--- config.mk ---
export PLATFORM = sky130hd
export DESIGN_NAME = pt_walker
export DESIGN_NICKNAME = d
export VERILOG_FILES = /design/src/rtl/pt_walker_pkg.sv /design/src/rtl/pt_walker_entry_addr.sv /design/src/rtl/pt_walker_perm.sv /design/src/rtl/pt_walker.sv
export SDC_FILE = /design/constraint.sdc
export NUM_CORES = 1
export LEC_CHECK = 0
export BUFFER_PORTS_ARGS = -buffer_cell sky130_fd_sc_hd__buf_2
export CORE_MARGIN = 2
export CORE_UTILIZATION = 47
export DETAILED_ROUTE_END_ITERATION = 12
export GPL_TIMING_DRIVEN = 1
export PLACE_DENSITY = 0.87
export SYNTH_ARGS = -nofsm -noshare
export SYNTH_HDL_FRONTEND = slang
export SYNTH_SLANG_ARGS = --single-unit
--- constraint.sdc ---
create_clock -name clk -period 2.65 [get_ports clk]
set_input_delay 0.53 -clock clk [delete_from_list [all_inputs] [get_ports clk]]
set_output_delay 0.53 -clock clk [all_outputs]
set_load 0.02 [all_outputs]
--- src/rtl/pt_walker_pkg.sv ---
package pt_walker_pkg;

  typedef enum logic [2:0] {
    ST_IDLE,
    ST_FETCH_L1,
    ST_WAIT_L1,
    ST_FETCH_L2,
    ST_WAIT_L2,
    ST_REPORT
  } walk_state_e;

  localparam logic [1:0] KIND_READ  = 2'd0;
  localparam logic [1:0] KIND_WRITE = 2'd1;
  localparam logic [1:0] KIND_FETCH = 2'd2;

  localparam logic [1:0] RIGHTS_RO = 2'd0;
  localparam logic [1:0] RIGHTS_RW = 2'd1;
  localparam logic [1:0] RIGHTS_EX = 2'd2;

  localparam logic [1:0] CAUSE_TOP_INVALID  = 2'd0;
  localparam logic [1:0] CAUSE_LEAF_INVALID = 2'd1;
  localparam logic [1:0] CAUSE_RIGHTS       = 2'd2;

endpackage

--- src/rtl/pt_walker_entry_addr.sv ---
module pt_walker_entry_addr #(
  parameter int ADDR_W      = 32,
  parameter int IDX_W       = 10,
  parameter int ENTRY_SHIFT = 2
) (
  input  logic [ADDR_W-1:0] table_base,
  input  logic [IDX_W-1:0]  index,
  output logic [ADDR_W-1:0] entry_addr
);
  logic [ADDR_W-1:0] offset;

  assign offset     = ADDR_W'(index) << ENTRY_SHIFT;
  assign entry_addr = table_base + offset;
endmodule

--- src/rtl/pt_walker_perm.sv ---
module pt_walker_perm
  import pt_walker_pkg::*;
(
  input  logic [1:0] rights,
  input  logic [1:0] kind,
  output logic       permit
);
  always_comb begin
    unique case (rights)
      RIGHTS_RO: permit = (kind == KIND_READ);
      RIGHTS_RW: permit = (kind == KIND_READ) || (kind == KIND_WRITE);
      RIGHTS_EX: permit = (kind == KIND_FETCH);
      default:   permit = 1'b0;
    endcase
  end
endmodule

--- src/rtl/pt_walker.sv ---
module pt_walker
  import pt_walker_pkg::*;
#(
  parameter int ADDR_W     = 32,
  parameter int TOP_IDX_W  = 10,
  parameter int LEAF_IDX_W = 10,
  parameter int PTE_W      = 32
) (
  input  logic              clk,
  input  logic              rst_n,
  input  logic              req_valid,
  output logic              req_ready,
  input  logic [ADDR_W-1:0] req_vaddr,
  input  logic [1:0]        req_kind,
  input  logic [ADDR_W-1:0] root_base,
  output logic              mem_req_valid,
  input  logic              mem_req_ready,
  output logic [ADDR_W-1:0] mem_req_addr,
  input  logic              mem_rsp_valid,
  input  logic [PTE_W-1:0]  mem_rsp_data,
  output logic              busy,
  output logic              done_valid,
  output logic              done_fault,
  output logic [1:0]        done_cause,
  output logic [ADDR_W-1:0] done_paddr
);
  localparam int OFF_W      = ADDR_W - TOP_IDX_W - LEAF_IDX_W;
  localparam int FRAME_W    = ADDR_W - OFF_W;
  localparam int VALID_BIT  = PTE_W - 1;
  localparam int RIGHTS_LSB = PTE_W - 3;
  localparam int LEVELS     = 2;
  localparam int MAX_IDX_W  = (TOP_IDX_W > LEAF_IDX_W) ? TOP_IDX_W : LEAF_IDX_W;

  walk_state_e state_q, state_d;

  logic [ADDR_W-1:0]  va_q;
  logic [1:0]         kind_q;
  logic [ADDR_W-1:0]  root_q;
  logic [FRAME_W-1:0] frame_q;
  logic [ADDR_W-1:0]  paddr_q, paddr_d;
  logic               fault_q, fault_d;
  logic [1:0]         cause_q, cause_d;

  logic accept;
  logic frame_en;
  logic result_en;

  logic [ADDR_W-1:0]    lvl_base [LEVELS];
  logic [MAX_IDX_W-1:0] lvl_idx  [LEVELS];
  logic [ADDR_W-1:0]    lvl_addr [LEVELS];

  logic               pte_valid;
  logic [1:0]         pte_rights;
  logic [FRAME_W-1:0] pte_frame;
  logic               permit;
  logic               unused_pte_bits;

  assign pte_valid       = mem_rsp_data[VALID_BIT];
  assign pte_rights      = mem_rsp_data[RIGHTS_LSB +: 2];
  assign pte_frame       = mem_rsp_data[FRAME_W-1:0];
  assign unused_pte_bits = ^mem_rsp_data[RIGHTS_LSB-1:FRAME_W];

  assign lvl_base[0] = root_q;
  assign lvl_idx[0]  = MAX_IDX_W'(va_q[ADDR_W-1 -: TOP_IDX_W]);
  assign lvl_base[1] = {frame_q, {OFF_W{1'b0}}};
  assign lvl_idx[1]  = MAX_IDX_W'(va_q[OFF_W +: LEAF_IDX_W]);

  for (genvar g = 0; g < LEVELS; g++) begin : g_level
    pt_walker_entry_addr #(
      .ADDR_W      (ADDR_W),
      .IDX_W       (MAX_IDX_W),
      .ENTRY_SHIFT ($clog2(PTE_W / 8))
    ) u_addr (
      .table_base (lvl_base[g]),
      .index      (lvl_idx[g]),
      .entry_addr (lvl_addr[g])
    );
  end

  pt_walker_perm u_perm (
    .rights (pte_rights),
    .kind   (kind_q),
    .permit (permit)
  );

  assign req_ready     = (state_q == ST_IDLE);
  assign busy          = (state_q != ST_IDLE);
  assign accept        = req_valid && req_ready;
  assign mem_req_valid = (state_q == ST_FETCH_L1) || (state_q == ST_FETCH_L2);
  assign mem_req_addr  = (state_q == ST_FETCH_L2) ? lvl_addr[1] : lvl_addr[0];
  assign done_valid    = (state_q == ST_REPORT);
  assign done_paddr    = paddr_q;
  assign done_fault    = fault_q;
  assign done_cause    = cause_q;

  always_comb begin
    state_d   = state_q;
    frame_en  = 1'b0;
    result_en = 1'b0;
    paddr_d   = '0;
    fault_d   = 1'b1;
    cause_d   = CAUSE_TOP_INVALID;
    unique case (state_q)
      ST_IDLE:     if (accept) state_d = ST_FETCH_L1;
      ST_FETCH_L1: if (mem_req_ready) state_d = ST_WAIT_L1;
      ST_WAIT_L1: begin
        if (mem_rsp_valid) begin
          if (pte_valid) begin
            frame_en = 1'b1;
            state_d  = ST_FETCH_L2;
          end else begin
            result_en = 1'b1;
            state_d   = ST_REPORT;
          end
        end
      end
      ST_FETCH_L2: if (mem_req_ready) state_d = ST_WAIT_L2;
      ST_WAIT_L2: begin
        if (mem_rsp_valid) begin
          result_en = 1'b1;
          state_d   = ST_REPORT;
          if (!pte_valid) begin
            cause_d = CAUSE_LEAF_INVALID;
          end else if (!permit) begin
            cause_d = CAUSE_RIGHTS;
          end else begin
            fault_d = 1'b0;
            paddr_d = {pte_frame, va_q[OFF_W-1:0]};
          end
        end
      end
      ST_REPORT:   state_d = ST_IDLE;
      default:     state_d = ST_IDLE;
    endcase
  end

  always_ff @(posedge clk or negedge rst_n) begin
    if (!rst_n) begin
      state_q <= ST_IDLE;
    end else begin
      state_q <= state_d;
    end
  end

  always_ff @(posedge clk or negedge rst_n) begin
    if (!rst_n) begin
      va_q   <= '0;
      kind_q <= KIND_READ;
      root_q <= '0;
    end else if (accept) begin
      va_q   <= req_vaddr;
      kind_q <= req_kind;
      root_q <= root_base;
    end
  end

  always_ff @(posedge clk or negedge rst_n) begin
    if (!rst_n) begin
      frame_q <= '0;
    end else if (frame_en) begin
      frame_q <= pte_frame;
    end
  end

  always_ff @(posedge clk or negedge rst_n) begin
    if (!rst_n) begin
      paddr_q <= '0;
      fault_q <= 1'b0;
      cause_q <= CAUSE_TOP_INVALID;
    end else if (result_en) begin
      paddr_q <= paddr_d;
      fault_q <= fault_d;
      cause_q <= cause_d;
    end
  end
endmodule

# Word-level counts from Yosys, hierarchy flattened
# Cells that the tools add are included.
# W data, S select, Z words.
totals:
  elab_cells: 60
  in_bits: 103
  register_bits: 124
classes:
  n_eq_ne: 14
  n_mux: 28
  n_reduce_logical: 8
  n_addsub: 2
op_table:
  columns: ["operator", "count"]
  rows:
  - ["$mux W32", 5]
  - ["$add A32 B12 Y32", 2]
  - ["$mux W3", 6]
  - ["$pmux W3 S5", 1]
  - ["$mux W1", 10]
  - ["$mux W2", 4]
  - ["$ne A2 B2 Y1 const B", 4]
  - ["$eq A3 B2 Y1 const B", 2]
  - ["$eq A3 B3 Y1 const B", 2]
  - ["$reduce_and A5 Y1", 1]
  - ["$eq A2 B1 Y1 const B", 2]
  - ["$eq A2 B2 Y1 const B", 2]
  - ["$logic_not A2 Y1", 2]
  - ["$eq A3 B1 Y1 const B", 1]
  - ["$logic_not A3 Y1", 1]
  - ["$pmux W1 S3", 1]
  - ["$reduce_bool A3 Y1", 1]
  - ["$logic_or A1 B1 Y1", 2]
  - ["$ne A2 B1 Y1 const B", 1]
  - ["$pmux W1 S2", 1]
  - ["$logic_and A1 B1 Y1", 1]

# Longest topological paths before layout
# Gate-level depths: netlist of the first run.
depth:
  ltp_word: 7
  depth_mapped: 9
  mapped_depth_nobuf: 8

# Cells and area by module
# From an unflattened synthesis of the first run, not the netlist that was laid out.
hier_totals:
  cells_unflattened: 569
  area_unflattened_um2: 6902.9
modules_own_cells:
  columns: ["module", "cells_per_inst", "area_each_um2", "n_inst"]
  rows:
  - ["pt_walker", 333, 5078.6, 1]
  - ["pt_walker_entry_addr at g_level[1].u_addr", 112, 907.1, 1]
  - ["pt_walker_entry_addr at g_level[0].u_addr", 121, 879.6, 1]
  - ["pt_walker_perm", 3, 37.5, 1]

# Worst setup path before layout of the first run
# No wires, ideal clock.
synth_path:
  kind: "flip-flop to output port"
  startpoint: "reg va_q[22]"
  endpoint: "out mem_req_addr[20]"
  arrival_time_ns: 2.453
  stages_incl_launch_ff: 9
  path_buffers: 0
  setup_slack_ns: -0.333
  t_required_ns: 2.120
  path_cell_list: "dfrtp_1 > ha_1 > fa_1 > a21oi_1 > o21ai_1 > a211oi_4 > nor3_1 > xnor2_1 > o21ai_0"
synth_via:
  elab_chain_len: 2
synth_rtl:
  columns: ["element", "line", "rtl"]
  rows:
  - ["start: declaration", "pt_walker.sv:36", "logic [ADDR_W-1:0] va_q;"]
  - ["start signal: assignment", "pt_walker.sv:151", "va_q <= req_vaddr;"]
  - ["$add A32 B12 Y32", "pt_walker_entry_addr.sv:13", "assign entry_addr = table_base + offset;"]
  - ["$mux W32", "pt_walker.sv:90", "assign mem_req_addr = (state_q == ST_FETCH_L2) ? lvl_addr[1] : lvl_addr[0];"]
  - ["end: declaration", "pt_walker.sv:18", "output logic [ADDR_W-1:0] mem_req_addr,"]
# Every way passes these cells.

# Worst setup path in the final report of the first run
layout_path:
  startpoint: "reg root_q[2]"
  endpoint: "out mem_req_addr[20]"
layout_via:
  elab_chain_len: 2
layout_rtl:
  columns: ["element", "line", "rtl"]
  rows:
  - ["start: declaration", "pt_walker.sv:38", "logic [ADDR_W-1:0] root_q;"]
  - ["start signal: assignment", "pt_walker.sv:153", "root_q <= root_base;"]
  - ["$add A32 B12 Y32", "pt_walker_entry_addr.sv:13", null]
  - ["$mux W32", "pt_walker.sv:90", null]
# Every way passes these cells.

==> impl_table.tex, run 1 <==
\begin{tabular}{lr}
\hline
Metric & Value \\
\hline
\multicolumn{2}{l}{\textbf{Power and ir drop}} \\
Sequential share of power & 0.257 \\
Power Dens Cells & between 1500 and 2000 mW/mm2 \\
Share of total power in combinational logic & 0.543 \\
Highest ir drop seen on vdd & about 1200 uV \\
Share of total power in the clock network & 0.199 \\
Internal power consumption & roughly 0.008 W \\
Switching share of power & 0.396 \\
Switching component of the power & roughly 0.0052 W \\
Static leakage power & 3.81 nW \\
\multicolumn{2}{l}{\textbf{Global route}} \\
Maximum number of pins on one net before global-route repair & 72 \\
Global-route wire length before repair & 23900 um \\
Fraction of met1 tracks used by global routing & 0.268 \\
Via count of the first global-routing pass & around 5000 \\
Met3 global-route usage & 0.0695 \\
Number of antenna violations at the first check in global routing & 4 \\
Total global routing overflow & 0 \\
Total GRT Usage & 0.229 \\
Highest-utilization routing layer at the global route stage & met2 \\
Met2 track demand over resource & 0.388 \\
\multicolumn{2}{l}{\textbf{Placement}} \\
Worst slack, placed & -0.172 ns \\
HPWL Detailed & roughly 11000 um \\
Number of input and output port buffers inserted & roughly 160 \\
Placed cells & 833 \\
Final GP Congestion & about 0.84 \\
\multicolumn{2}{l}{\textbf{Clocking}} \\
CTS tree & built \\
CTS hold repair buffers & 0 \\
Maximum clock path buffer count & 2 \\
\# clock sinks & 124 \\
CTS clock-pin slew for the worst setup and hold paths & roughly 0.050 ns \\
Clk root buf & sky130\_fd\_sc\_hd\_\_clkbuf\_16 \\
Maximum level of the CTS H-tree & 4 \\
Worst-Skew Late Latency & 0.41 ns \\
Clock buffers created by TritonCTS & 17 \\
\multicolumn{2}{l}{\textbf{Status}} \\
Run status & finished with violations \\
Failing checks & negative setup slack \\
\multicolumn{2}{l}{\textbf{Yosys}} \\
Count of synthesis-stage warnings from yosys & 0 \\
Share of synthesized registers carrying an async set or reset & 1.00 \\
Leading register cell type out of synthesis & sky130\_fd\_sc\_hd\_\_dfrtp\_1 \\
Total of flip-flops plus latches after synthesis & approximately 120 \\
Register area share after synthesis & 0.520 \\
Number of enable-type register cells in the synthesized netlist & 0 \\
Post-Syn Area & about 0.006 mm2 \\
Mean post-synth cell area & between 10 and 15 um2 \\
Number of distinct library cell variants in the gate-level netlist after synthesis & 54 \\
Synthesized netlist net count & around 610 \\
Count of mapped cells out of synthesis & 495 \\
\multicolumn{2}{l}{\textbf{Routing}} \\
Number of vias per cell & 5.39 \\
Final WL & approximately 15000 um \\
Initial DRT Pass Iterations & 4 \\
Avg WL per Cell & about 17 um \\
\# DRC & 0 \\
ANT nets after route & 0 \\
Drt first-iter violations & about 180 \\
Number of vias in the routed layout & 4746 \\
\multicolumn{2}{l}{\textbf{Worst setup path}} \\
Crit Path Max Fanout & 5 \\
Worst EP required & around 2.1 ns \\
Critical register-to-register path startpoint & state\_q[1] \\
Worst setup path endpoint & mem\_req\_addr[20] \\
Ordered cell list for the critical path & ha\_2 -> fa\_2 -> a21oi\_4 -> o21ai\_4 -> a211oi\_4 -> buf\_6 -> buf\_16 -> nor3\_2 -> xnor2\_1 -> o21ai\_2 -> buf\_6 \\
Reg2Reg Depth & 5 \\
Library cell contributing the largest single delay on the critical path & sky130\_fd\_sc\_hd\_\_dfrtp\_1 \\
Arrival time at the worst endpoint & approximately 2.6 ns \\
Cell occurring most often along the worst timing path & sky130\_fd\_sc\_hd\_\_buf\_6 \\
Worst setup startpoint & root\_q[2] \\
Setup slack on the worst flop-to-flop path & roughly 0.6 ns \\
Kind of start point of the critical path & flop \\
Crit end category & output pin \\
Endpoint of the worst-slack reg-to-reg timing path & root\_q[25] \\
CP Class & reg2out \\
Crit path largest cell delay & between 0.3 and 0.4 ns \\
\multicolumn{2}{l}{\textbf{Finish}} \\
Final core occ & 0.667 \\
Synth-to-layout area growth & 39.9\% \\
Count of non-filler cells in the finished layout & approximately 880 \\
Fillers & approximately 940 \\
Most common cell after layout, fill and taps aside & sky130\_fd\_sc\_hd\_\_buf\_2 \\
Layout Nets & slightly above 800 \\
Share of post-route cells with drive strength above 1 & 0.535 \\
Leading cell types in the layout, fill and taps excluded & sky130\_fd\_sc\_hd\_\_buf\_2 (142), sky130\_fd\_sc\_hd\_\_dfrtp\_1 (123), sky130\_fd\_sc\_hd\_\_mux2\_2 (73), sky130\_fd\_sc\_hd\_\_nand2\_1 (44), sky130\_fd\_sc\_hd\_\_buf\_4 (39) \\
\multicolumn{2}{l}{\textbf{Timing}} \\
Final number of hold-violating endpoints & 0 \\
Setup slack of the critical path after layout & -0.521 ns \\
Crit path time final & roughly 3.2 ns \\
Pin slew with the least headroom to its limit & 0.797 ns \\
Sum Neg Setup Slack & -10.69 ns \\
Number of pins exceeding their max-slew limit in the final report & 0 \\
Max Fclk & roughly 320 MHz \\
Final number of setup-violating endpoints & 26 \\
Slew Limit Headroom & 0.468 \\
Ratio of final minimum period to clock period & 1.20 \\
Post-route clock skew & between 0.007 and 0.008 ns \\
Setup repair after global routing missed its margin & true \\
Worst Hold Margin & between 0.15 and 0.2 ns \\
\multicolumn{2}{l}{\textbf{Job}} \\
Max capacitance violation total & 0 \\
\multicolumn{2}{l}{\textbf{Floorplan}} \\
Number of top-level pins & 174 \\
Core region area & 0.0125 mm2 \\
Row cnt & 41 \\
Die W & 117 um \\
Floorplan die height & 117 um \\
Initial standard-cell utilization of the core & 0.477 \\
Die area & 0.0136 mm2 \\
\multicolumn{2}{l}{\textbf{Min path}} \\
Kind of path behind the tightest hold check & in2async \\
\hline
\end{tabular}
flip-flops by register name (all words and copies together), names as in the netlist:
register and count:
done_cause 2, frame_q 20, va_q 32, done_paddr 32, root_q 32, kind_q 2
state_q 3, done_fault 1
critical path, delay by kind of cell, from the launching register on:
kind / cells / cell delay, ns
buf+inv: 3 / 0.41
compound gates: 4 / 0.65
flops: 1 / 0.38
fa+ha+maj: 2 / 0.59
simple gates: 1 / 0.05
xor+xnor: 1 / 0.14
cell families after synthesis:
family	Yosys count	share of synthesized area
buffers and inverters	38	0.0371
xor gates and xnor gates	27	0.0396
and+or+nand+nor	103	0.0845
muxes	81	0.153
DFF	124	0.520
adders and majority gates	11	0.0243
AOI/OAI and AO/OA	111	0.142
metrics by stage:
stage | cell area (um2) | power (W)
after global routing | 8350 | 0.0139
after detailed placement | 7180 | 0.00917
after global placement | 7180 | 0.00891
after CTS | 8120 | 0.0126
after floorplan | 6040 | 0.00723
final | 8350 | 0.0132
worst min path at each step:
stage / from / endpoint / cells past startpoint
final: rst_n / va_q[9] / 1
after global routing: rst_n / va_q[14] / 1
after CTS: rst_n / root_q[2] / 1
after detailed placement: va_q[11] / done_paddr[11] / 1
after global placement: va_q[0] / va_q[0] / 1
after floorplan: rst_n / done_cause[0] / 0
final cells by class:
type                       instances  area [um2]  area share
clock inverter                    11         214      0.0256
multi-input combinational        333        2980       0.357
timing repair buffer             205        1330       0.159
tap                              172         215      0.0258
antenna                            4        10.0     0.00120
inverter                          11        41.3     0.00494
sequential                       124        3100       0.372
clock buffer                      21         460      0.0551
synthesized netlist by cell type (4+ instances only):
library cell | n | area (um2)
sky130_fd_sc_hd__nor3_1 | 6 | 30.0
sky130_fd_sc_hd__nand3_1 | 9 | 45.0
sky130_fd_sc_hd__buf_2 | 10 | 50.1
sky130_fd_sc_hd__dfrtp_1 | 124 | 3100
sky130_fd_sc_hd__o21ai_1 | 11 | 55.1
sky130_fd_sc_hd__a22o_1 | 33 | 289
sky130_fd_sc_hd__mux2_1 | 8 | 90.1
sky130_fd_sc_hd__ha_1 | 10 | 125
sky130_fd_sc_hd__o21ai_2 | 4 | 35.0
sky130_fd_sc_hd__and2_1 | 6 | 37.5
sky130_fd_sc_hd__buf_4 | 6 | 45.0
sky130_fd_sc_hd__nand2_1 | 44 | 165
sky130_fd_sc_hd__nor2_1 | 15 | 56.3
sky130_fd_sc_hd__inv_1 | 11 | 41.3
sky130_fd_sc_hd__a21oi_1 | 17 | 85.1
sky130_fd_sc_hd__o21ai_0 | 18 | 90.1
sky130_fd_sc_hd__xnor2_1 | 24 | 210
sky130_fd_sc_hd__clkbuf_1 | 7 | 26.3
sky130_fd_sc_hd__a211oi_1 | 5 | 37.5
sky130_fd_sc_hd__mux2_2 | 73 | 822
layer usage:
| metal | up-vias | share of wire |
|---|---|---|
| met5 | - | 0 |
| met4 | 0 | 0.029 |
| met3 | 37 | 0.062 |
| met2 | 170 | 0.51 |
| met1 | 2339 | 0.39 |
| li1 | 2200 | - |
power groups by stage:
| stage | clock network (W) | logic [W] | registers, W |
|---|---|---|---|
| 2_1_floorplan | 0 | 0.00386 | 0.00338 |
| 3_3_place_gp | 0 | 0.00561 | 0.00329 |
| 3_5_place_dp | 0 | 0.00579 | 0.00338 |
| 4_1_cts | 0.00266 | 0.00654 | 0.00337 |
| 5_1_grt | 0.00277 | 0.00764 | 0.00350 |
| 6_report | 0.00263 | 0.00716 | 0.00339 |
repair_timing:
action	in CTS	in global routing
pin swaps	19	20
buffers inserted	6	5
endpoints found under the setup margin	30	32
cloned	1	0
resized for setup	52	41
Note: power is estimated with default switching activity, not from simulation.
==> run 2, diff against run 1 <==
PLACE_DENSITY = 0.76   (was 0.87)
==> run 2 against run 1 <==
The flow still finishes with violations (negative setup slack); total power is 1.1% lower; die area is the same; critical path depth down 1; sequential power is essentially flat; final area down 0.12%; final cell count grew 0.34%; register-to-register slack worse by 0.06 ns; maximum frequency fell by 3.2%; non-clock buffer count is 7 higher; flip-flop and latch count unchanged; clock power down 11%.
==> impl_table.tex, run 2 (synthesis gave the netlist of run 1 again) <==
\begin{tabular}{lr}
\hline
Metric & Value \\
\hline
\multicolumn{2}{l}{\textbf{Worst setup path}} \\
Worst path bufs/invs & 2 (was 3) \\
Crit path largest cell delay & 0.41 ns (was 0.38 ns) \\
Worst path top cell family by delay & compound AO/OA/AOI/OAI gates (unchanged) \\
Cell occurring most often along the worst timing path & sky130\_fd\_sc\_hd\_\_buf\_6 (unchanged) \\
Worst EP required & 2.12 ns (about the same) \\
Arrival time at the worst endpoint & 2.75 ns (was 2.64 ns) \\
Ordered cell list for the critical path & ha\_4 -> fa\_2 -> a21oi\_4 -> o21ai\_4 -> a211oi\_4 -> buf\_6 -> nor4\_2 -> xnor2\_1 -> o21ai\_2 -> buf\_6 (was ha\_2 -> fa\_2 -> a21oi\_4 -> o21ai\_4 -> a211oi\_4 -> buf\_6 -> buf\_16 -> nor3\_2 -> xnor2\_1 -> o21ai\_2 -> buf\_6) \\
Library cell contributing the largest single delay on the critical path & sky130\_fd\_sc\_hd\_\_dfrtp\_1 (unchanged) \\
Crit end category & output pin (unchanged) \\
Crit Path Max Fanout & 5 (unchanged) \\
Kind of start point of the critical path & flop (unchanged) \\
CP Class & reg2out (unchanged) \\
\multicolumn{2}{l}{\textbf{Power and ir drop}} \\
Share of total power in the clock network & 0.180 (was 0.199) \\
Share of total power in combinational logic & 0.559 (was 0.543) \\
Internal power consumption & 0.00779 W (was 0.00796 W) \\
Switching share of power & 0.402 (was 0.396) \\
Static leakage power & 3.82 nW (was 3.81 nW) \\
Power Dens Cells & 1560 mW/mm2 (was 1580 mW/mm2) \\
Switching component of the power & 0.00524 W (was 0.00522 W) \\
Highest ir drop seen on vdd & 1300 uV (was 1230 uV) \\
Sequential share of power & 0.261 (was 0.257) \\
\multicolumn{2}{l}{\textbf{Floorplan}} \\
Core region area & 0.0125 mm2 (unchanged) \\
Die W & 117 um (unchanged) \\
Die area & 0.0136 mm2 (unchanged) \\
Number of top-level pins & 174 (unchanged) \\
Floorplan die height & 117 um (unchanged) \\
Initial standard-cell utilization of the core & 0.477 (unchanged) \\
Row cnt & 41 (unchanged) \\
\multicolumn{2}{l}{\textbf{Global route}} \\
Highest-utilization routing layer at the global route stage & met2 (unchanged) \\
Via count of the first global-routing pass & 4797 (was 4978) \\
Total global routing overflow & 0 (unchanged) \\
Fraction of met1 tracks used by global routing & 0.277 (was 0.268) \\
Maximum number of pins on one net before global-route repair & 72 (unchanged) \\
Global-route wire length before repair & 24200 um (was 23900 um) \\
Met2 track demand over resource & 0.411 (was 0.388) \\
Met3 global-route usage & 0.0623 (was 0.0695) \\
Number of antenna violations at the first check in global routing & 1 (was 4) \\
Total GRT Usage & 0.234 (was 0.229) \\
\multicolumn{2}{l}{\textbf{Routing}} \\
Number of vias in the routed layout & 4740 (was 4746) \\
\# DRC & 0 (unchanged) \\
Avg WL per Cell & 17.7 um (was 17.3 um) \\
Initial DRT Pass Iterations & 4 (unchanged) \\
Drt first-iter violations & 310 (was 183) \\
Number of vias per cell & 5.36 (was 5.39) \\
Final WL & 15700 um (was 15200 um) \\
ANT nets after route & 0 (unchanged) \\
\multicolumn{2}{l}{\textbf{Finish}} \\
Synth-to-layout area growth & 39.7\% (was 39.9\%) \\
Layout Nets & 813 (was 806) \\
Share of post-route cells with drive strength above 1 & 0.539 (was 0.535) \\
Most common cell after layout, fill and taps aside & sky130\_fd\_sc\_hd\_\_buf\_2 (unchanged) \\
Count of non-filler cells in the finished layout & 884 (was 881) \\
Leading cell types in the layout, fill and taps excluded & sky130\_fd\_sc\_hd\_\_buf\_2 (140), sky130\_fd\_sc\_hd\_\_dfrtp\_1 (123), sky130\_fd\_sc\_hd\_\_mux2\_2 (73), sky130\_fd\_sc\_hd\_\_buf\_4 (51), sky130\_fd\_sc\_hd\_\_nand2\_1 (43) (was sky130\_fd\_sc\_hd\_\_buf\_2 (142), sky130\_fd\_sc\_hd\_\_dfrtp\_1 (123), sky130\_fd\_sc\_hd\_\_mux2\_2 (73), sky130\_fd\_sc\_hd\_\_nand2\_1 (44), sky130\_fd\_sc\_hd\_\_buf\_4 (39)) \\
Final design instance area without fill & 0.00834 mm2 (was 0.00835 mm2) \\
\multicolumn{2}{l}{\textbf{Timing}} \\
Number of pins exceeding their max-slew limit in the final report & 0 (unchanged) \\
Post-route clock skew & 0.00917 ns (was 0.00749 ns) \\
Ratio of final minimum period to clock period & 1.24 (was 1.20) \\
Final number of setup-violating endpoints & 25 (was 26) \\
Max Fclk & 305 MHz (was 315 MHz) \\
Setup repair after global routing missed its margin & true (unchanged) \\
Slew Limit Headroom & 0.433 (was 0.468) \\
Pin slew with the least headroom to its limit & 0.850 ns (was 0.797 ns) \\
Setup slack of the critical path after layout & -0.626 ns (was -0.521 ns) \\
Crit path time final & 3.28 ns (was 3.17 ns) \\
Final number of hold-violating endpoints & 0 (unchanged) \\
\multicolumn{2}{l}{\textbf{Clocking}} \\
Clk root buf & sky130\_fd\_sc\_hd\_\_clkbuf\_16 (unchanged) \\
Clock buffers created by TritonCTS & 17 (unchanged) \\
Maximum clock path buffer count & 2 (unchanged) \\
\# clock sinks & 124 (unchanged) \\
CTS tree & built (unchanged) \\
Maximum level of the CTS H-tree & 4 (unchanged) \\
Worst-Skew Late Latency & 0.42 ns (was 0.41 ns) \\
CTS clock-pin slew for the worst setup and hold paths & 0.05 ns (about the same) \\
\multicolumn{2}{l}{\textbf{Status}} \\
Run status & finished with violations (unchanged) \\
Failing checks & negative setup slack (unchanged) \\
\multicolumn{2}{l}{\textbf{Min path}} \\
Kind of path behind the tightest hold check & in2async (unchanged) \\
\multicolumn{2}{l}{\textbf{Placement}} \\
Number of input and output port buffers inserted & 164 (unchanged) \\
Placed cells & 839 (was 833) \\
Final GP Congestion & 0.883 (was 0.842) \\
Placement Cell Area & 0.00723 mm2 (was 0.00718 mm2) \\
HPWL Detailed & 10900 um (about the same) \\
\multicolumn{2}{l}{\textbf{Job}} \\
Max capacitance violation total & 0 (unchanged) \\
\hline
\end{tabular}
run 2: stage by stage:
stage	util	hold WS (ns)	setup WS (ns)	TNS [ns]	power [W]
detailed placement	0.578	0.483	-0.179	-2.04	0.00932
global route	0.667	0.0984	-0.722	-14.00	0.0138
global placement	0.578	0.468	-0.133	-1.19	0.00910
finish	0.667	0.0647	-0.626	-10.93	0.0130
floorplan	-	0.234	0.00211	0	0.00723
CTS	0.653	0.0706	-0.586	-10.51	0.0126
run 2: layout make-up:
type	instances	area, um2
Inverter	11	41.3
Clock buffer	26	529
Fill cell	944	4170
Sequential cell	124	3100
Antenna cell	1	2.50
Timing Repair Buffer	212	1360
Multi-Input combinational cell	333	3010
Clock inverter	5	78.8
Tap cell	172	215
run 2: final timing paths:
kind	from	to	slack [ns]	cells after the start
max	root_q[2]	mem_req_addr[22]	-0.63	10
min	rst_n	done_fault	0.06	1
max reg2reg	state_q[1]	root_q[29]	0.54	5
min reg2reg	va_q[6]	done_paddr[6]	0.49	1
max in group asynchronous	rst_n	root_q[28]	1.81	2
min in group clk	req_kind[1]	kind_q[1]	0.33	2
run 2: metal layers:
metal / wire, um / vias to the layer above
met5: 0 / -
met4: 267 / 0
met2: 8290 / 164
li1: - / 2192
met3: 877 / 20
met1: 6230 / 2364
run 2: power by group through the flow:
stage,Clock (W),Combinational (W),Sequential (W)
finish,0.00235,0.00728,0.00340
floorplan,0,0.00386,0.00338
CTS,0.00239,0.00680,0.00337
global route,0.00247,0.00779,0.00351
detailed placement,0,0.00595,0.00337
global placement,0,0.00579,0.00330
run 2: what timing repair did:
item,4_1_cts,5_1_grt
gates cloned,1,0
buffers inserted,3,9
pin swaps,15,22
gates resized for setup,69,25
hold buffers,0,0
setup endpoints to repair,32,32
==> run 3, diff against run 2 <==
==> constraint.sdc (replaced) <==
create_clock -name clk -period 2.65 [get_ports clk]
set_input_delay 0.265 -clock clk [delete_from_list [all_inputs] [get_ports clk]]
set_output_delay 0.265 -clock clk [all_outputs]
set_load 0.02 [all_outputs]
==> run 3 against run 2 <==
The flow still finishes with violations (negative setup slack); final area is 3.0% lower; core utilization is 2.0 points lower; clock power is 4% lower; combinational power is 8.8% lower; critical path type unchanged; via count is 0.93% lower; die area stayed put; maximum frequency is 9.9% higher; clock-buffer cell count is 2 lower; flip-flop and latch count stayed put; non-clock buffer count is 6 lower; critical path depth stayed put.
==> impl_table.tex, run 3 (synthesis gave the netlist of run 1 again) <==
\begin{tabular}{lr}
\hline
Metric & Value \\
\hline
\multicolumn{2}{l}{\textbf{Clocking}} \\
\# clock sinks & 124 (unchanged) \\
CTS clock-pin slew for the worst setup and hold paths & 0.06 ns (was 0.05 ns) \\
Maximum level of the CTS H-tree & 4 (unchanged) \\
Clk root buf & sky130\_fd\_sc\_hd\_\_clkbuf\_16 (unchanged) \\
Clock buffers created by TritonCTS & 17 (unchanged) \\
CTS tree & built (unchanged) \\
Worst-Skew Late Latency & 0.41 ns (was 0.42 ns) \\
Maximum clock path buffer count & 2 (unchanged) \\
\multicolumn{2}{l}{\textbf{Routing}} \\
\# DRC & 0 (unchanged) \\
ANT nets after route & 0 (unchanged) \\
Number of vias in the routed layout & 4696 (was 4740) \\
Drt first-iter violations & 253 (was 310) \\
Final WL & 15300 um (was 15700 um) \\
Routed met2 length & 7570 um (was 8290 um) \\
Avg WL per Cell & 17.4 um (was 17.7 um) \\
Initial DRT Pass Iterations & 4 (unchanged) \\
Max layer used & met4 (unchanged) \\
Number of vias per cell & 5.35 (was 5.36) \\
Wire length on met3 & 950 um (was 877 um) \\
Met1 wire length & 6270 um (was 6230 um) \\
\multicolumn{2}{l}{\textbf{Timing}} \\
Final number of setup-violating endpoints & 25 (unchanged) \\
Ratio of final minimum period to clock period & 1.12 (was 1.24) \\
Setup repair after global routing missed its margin & true (unchanged) \\
Slew Limit Headroom & 0.453 (was 0.433) \\
Crit path time final & 2.98 ns (was 3.28 ns) \\
Post-route clock skew & 0.00930 ns (was 0.00917 ns) \\
Max Fclk & 335 MHz (was 305 MHz) \\
Final number of hold-violating endpoints & 0 (unchanged) \\
Number of pins exceeding their max-slew limit in the final report & 0 (unchanged) \\
Pin slew with the least headroom to its limit & 0.820 ns (was 0.850 ns) \\
Setup slack of the critical path after layout & -0.331 ns (was -0.626 ns) \\
\multicolumn{2}{l}{\textbf{Job}} \\
Max capacitance violation total & 0 (unchanged) \\
\multicolumn{2}{l}{\textbf{Placement}} \\
Worst slack, placed & -0.0931 ns (was -0.179 ns) \\
HPWL Detailed & 10500 um (was 10900 um) \\
Placement Cell Area & 0.00701 mm2 (was 0.00723 mm2) \\
Final GP Congestion & 0.896 (was 0.883) \\
Number of input and output port buffers inserted & 164 (unchanged) \\
\multicolumn{2}{l}{\textbf{Finish}} \\
Share of post-route cells with drive strength above 1 & 0.499 (was 0.539) \\
Final design instance area without fill & 0.00809 mm2 (was 0.00834 mm2) \\
Antenna fix cells & 0 (was 1) \\
Layout Nets & 807 (was 813) \\
Leading cell types in the layout, fill and taps excluded & sky130\_fd\_sc\_hd\_\_buf\_2 (141), sky130\_fd\_sc\_hd\_\_dfrtp\_1 (124), sky130\_fd\_sc\_hd\_\_mux2\_2 (73), sky130\_fd\_sc\_hd\_\_buf\_4 (53), sky130\_fd\_sc\_hd\_\_nand2\_1 (44) (was sky130\_fd\_sc\_hd\_\_buf\_2 (140), sky130\_fd\_sc\_hd\_\_dfrtp\_1 (123), sky130\_fd\_sc\_hd\_\_mux2\_2 (73), sky130\_fd\_sc\_hd\_\_buf\_4 (51), sky130\_fd\_sc\_hd\_\_nand2\_1 (43)) \\
Most common cell after layout, fill and taps aside & sky130\_fd\_sc\_hd\_\_buf\_2 (unchanged) \\
Synth-to-layout area growth & 35.5\% (was 39.7\%) \\
\multicolumn{2}{l}{\textbf{Floorplan}} \\
Die area & 0.0136 mm2 (unchanged) \\
Floorplan die height & 117 um (unchanged) \\
Core region area & 0.0125 mm2 (unchanged) \\
Row cnt & 41 (unchanged) \\
Die W & 117 um (unchanged) \\
Initial standard-cell utilization of the core & 0.477 (unchanged) \\
Number of top-level pins & 174 (unchanged) \\
\multicolumn{2}{l}{\textbf{Worst setup path}} \\
Crit path largest cell delay & 0.38 ns (was 0.41 ns) \\
Reg2Reg Depth & 5 (unchanged) \\
CP Class & reg2out (unchanged) \\
Critical register-to-register path startpoint & state\_q[1] (unchanged) \\
Worst EP required & 2.38 ns (was 2.12 ns) \\
Endpoint of the worst-slack reg-to-reg timing path & root\_q[11] (was root\_q[29]) \\
Arrival time at the worst endpoint & 2.72 ns (was 2.75 ns) \\
Library cell contributing the largest single delay on the critical path & sky130\_fd\_sc\_hd\_\_dfrtp\_1 (unchanged) \\
Crit Path Max Fanout & 5 (unchanged) \\
Kind of start point of the critical path & flop (unchanged) \\
Setup slack on the worst flop-to-flop path & 0.57 ns (was 0.54 ns) \\
Ordered cell list for the critical path & ha\_2 -> fa\_2 -> a21oi\_2 -> o21ai\_2 -> a211oi\_4 -> buf\_12 -> nor3\_4 -> xnor2\_1 -> o21ai\_1 -> buf\_4 (was ha\_4 -> fa\_2 -> a21oi\_4 -> o21ai\_4 -> a211oi\_4 -> buf\_6 -> nor4\_2 -> xnor2\_1 -> o21ai\_2 -> buf\_6) \\
Crit end category & output pin (unchanged) \\
\multicolumn{2}{l}{\textbf{Status}} \\
Run status & finished with violations (unchanged) \\
Failing checks & negative setup slack (unchanged) \\
\multicolumn{2}{l}{\textbf{Min path}} \\
Hold-critical path endpoint & state\_q[0] \\
Cell count of the worst hold path & 2 \\
Kind of path behind the tightest hold check & in2reg (was in2async) \\
Hold Path Origin & mem\_req\_ready \\
\multicolumn{2}{l}{\textbf{Global route}} \\
Total global routing overflow & 0 (unchanged) \\
Total GRT Usage & 0.225 (was 0.234) \\
Global-route wire length before repair & 23400 um (was 24200 um) \\
Number of antenna violations at the first check in global routing & 0 (was 1) \\
Maximum number of pins on one net before global-route repair & 72 (unchanged) \\
Via count of the first global-routing pass & 4769 (was 4797) \\
\multicolumn{2}{l}{\textbf{Power and ir drop}} \\
Highest ir drop seen on vdd & 1400 uV (was 1300 uV) \\
Internal power consumption & 0.00721 W (was 0.00779 W) \\
Power Dens Cells & 1510 mW/mm2 (was 1560 mW/mm2) \\
Sequential share of power & 0.274 (was 0.261) \\
Share of total power in the clock network & 0.185 (was 0.180) \\
Switching share of power & 0.412 (was 0.402) \\
Share of total power in combinational logic & 0.542 (was 0.559) \\
Static leakage power & 3.72 nW (was 3.82 nW) \\
Switching component of the power & 0.00504 W (was 0.00524 W) \\
\hline
\end{tabular}
## run 3: cell count changes in the layout (fill, tap and decap cells not counted), sizes merged
cell and delta:
diode -1, dlygate4sd3 +1, clkbuf -2, buf -7
clkinvlp +1, clkinv +1
## run 3: metal layers
| metal | vias to the layer above | global-route usage |
|---|---|---|
| li1 | 2179 | - |
| met1 | 2296 | 0.271 |
| met2 | 179 | 0.374 |
| met3 | 42 | 0.0669 |
| met4 | 0 | 0.105 |
| met5 | - | 0 |
## run 3: what timing repair did
| action | in CTS | in global routing |
|---|---|---|
| endpoints found under the hold margin | 33 | 0 |
| cloned | 1 | 0 |
| endpoints found under the setup margin | 23 | 26 |
| resized for setup | 44 | 31 |
| hold buffers | 1 | 0 |
| pin swaps | 15 | 41 |
| buffers inserted | 17 | 7 |
## run 3: worst max-delay path: cells and delay by family, from the launching register on
kind            cells  cell delay (ns)
xor+xnor            1             0.14
compound gates      4             0.81
flops               1             0.38
buf+inv             2             0.36
simple gates        1             0.05
fa+ha+maj           2             0.55
## run 3: how the worst max path moves through the flow
stage	start	end	slack [ns]	depth (start not counted)
final	va_q[22]	mem_req_addr[14]	-0.33	10
after global routing	va_q[22]	mem_req_addr[9]	-0.44	13
after floorplan	va_q[22]	mem_req_addr[10]	0.03	8
after global placement	va_q[22]	mem_req_addr[30]	-0.03	10
after CTS	va_q[23]	mem_req_addr[31]	-0.33	9
after detailed placement	va_q[22]	mem_req_addr[30]	-0.09	10
## run 3: power groups by stage
| stage | Combinational, W | Sequential, W | Clock, W |
|---|---|---|---|
| floorplan | 0.00371 | 0.00337 | 0 |
| global placement | 0.00534 | 0.00331 | 0 |
| detailed placement | 0.00547 | 0.00338 | 0 |
| CTS | 0.00623 | 0.00336 | 0.00230 |
| global route | 0.00712 | 0.00347 | 0.00239 |
| finish | 0.00664 | 0.00335 | 0.00226 |
## run 3: layout make-up
class	instances	area, um2
timing repair buffer	206	1270
multi-input combinational	333	2880
clock buffer	24	492
clock inverter	7	87.6
fill	980	4420
sequential	124	3100
inverter	11	41.3
tap	172	215
## run 3: per-stage QoR
step | util | instances | hold slack (ns) | total power, W | setup TNS, ns
2_1_floorplan | - | 495 | -0.0306 | 0.00708 | 0
3_3_place_gp | 0.560 | 821 | 0.246 | 0.00865 | -0.0370
3_5_place_dp | 0.560 | 821 | 0.250 | 0.00884 | -0.442
4_1_cts | 0.634 | 871 | 0.0441 | 0.0119 | -5.97
5_1_grt | 0.647 | 877 | 0.0629 | 0.0130 | -8.86
6_report | 0.647 | 877 | 0.0633 | 0.0122 | -6.14
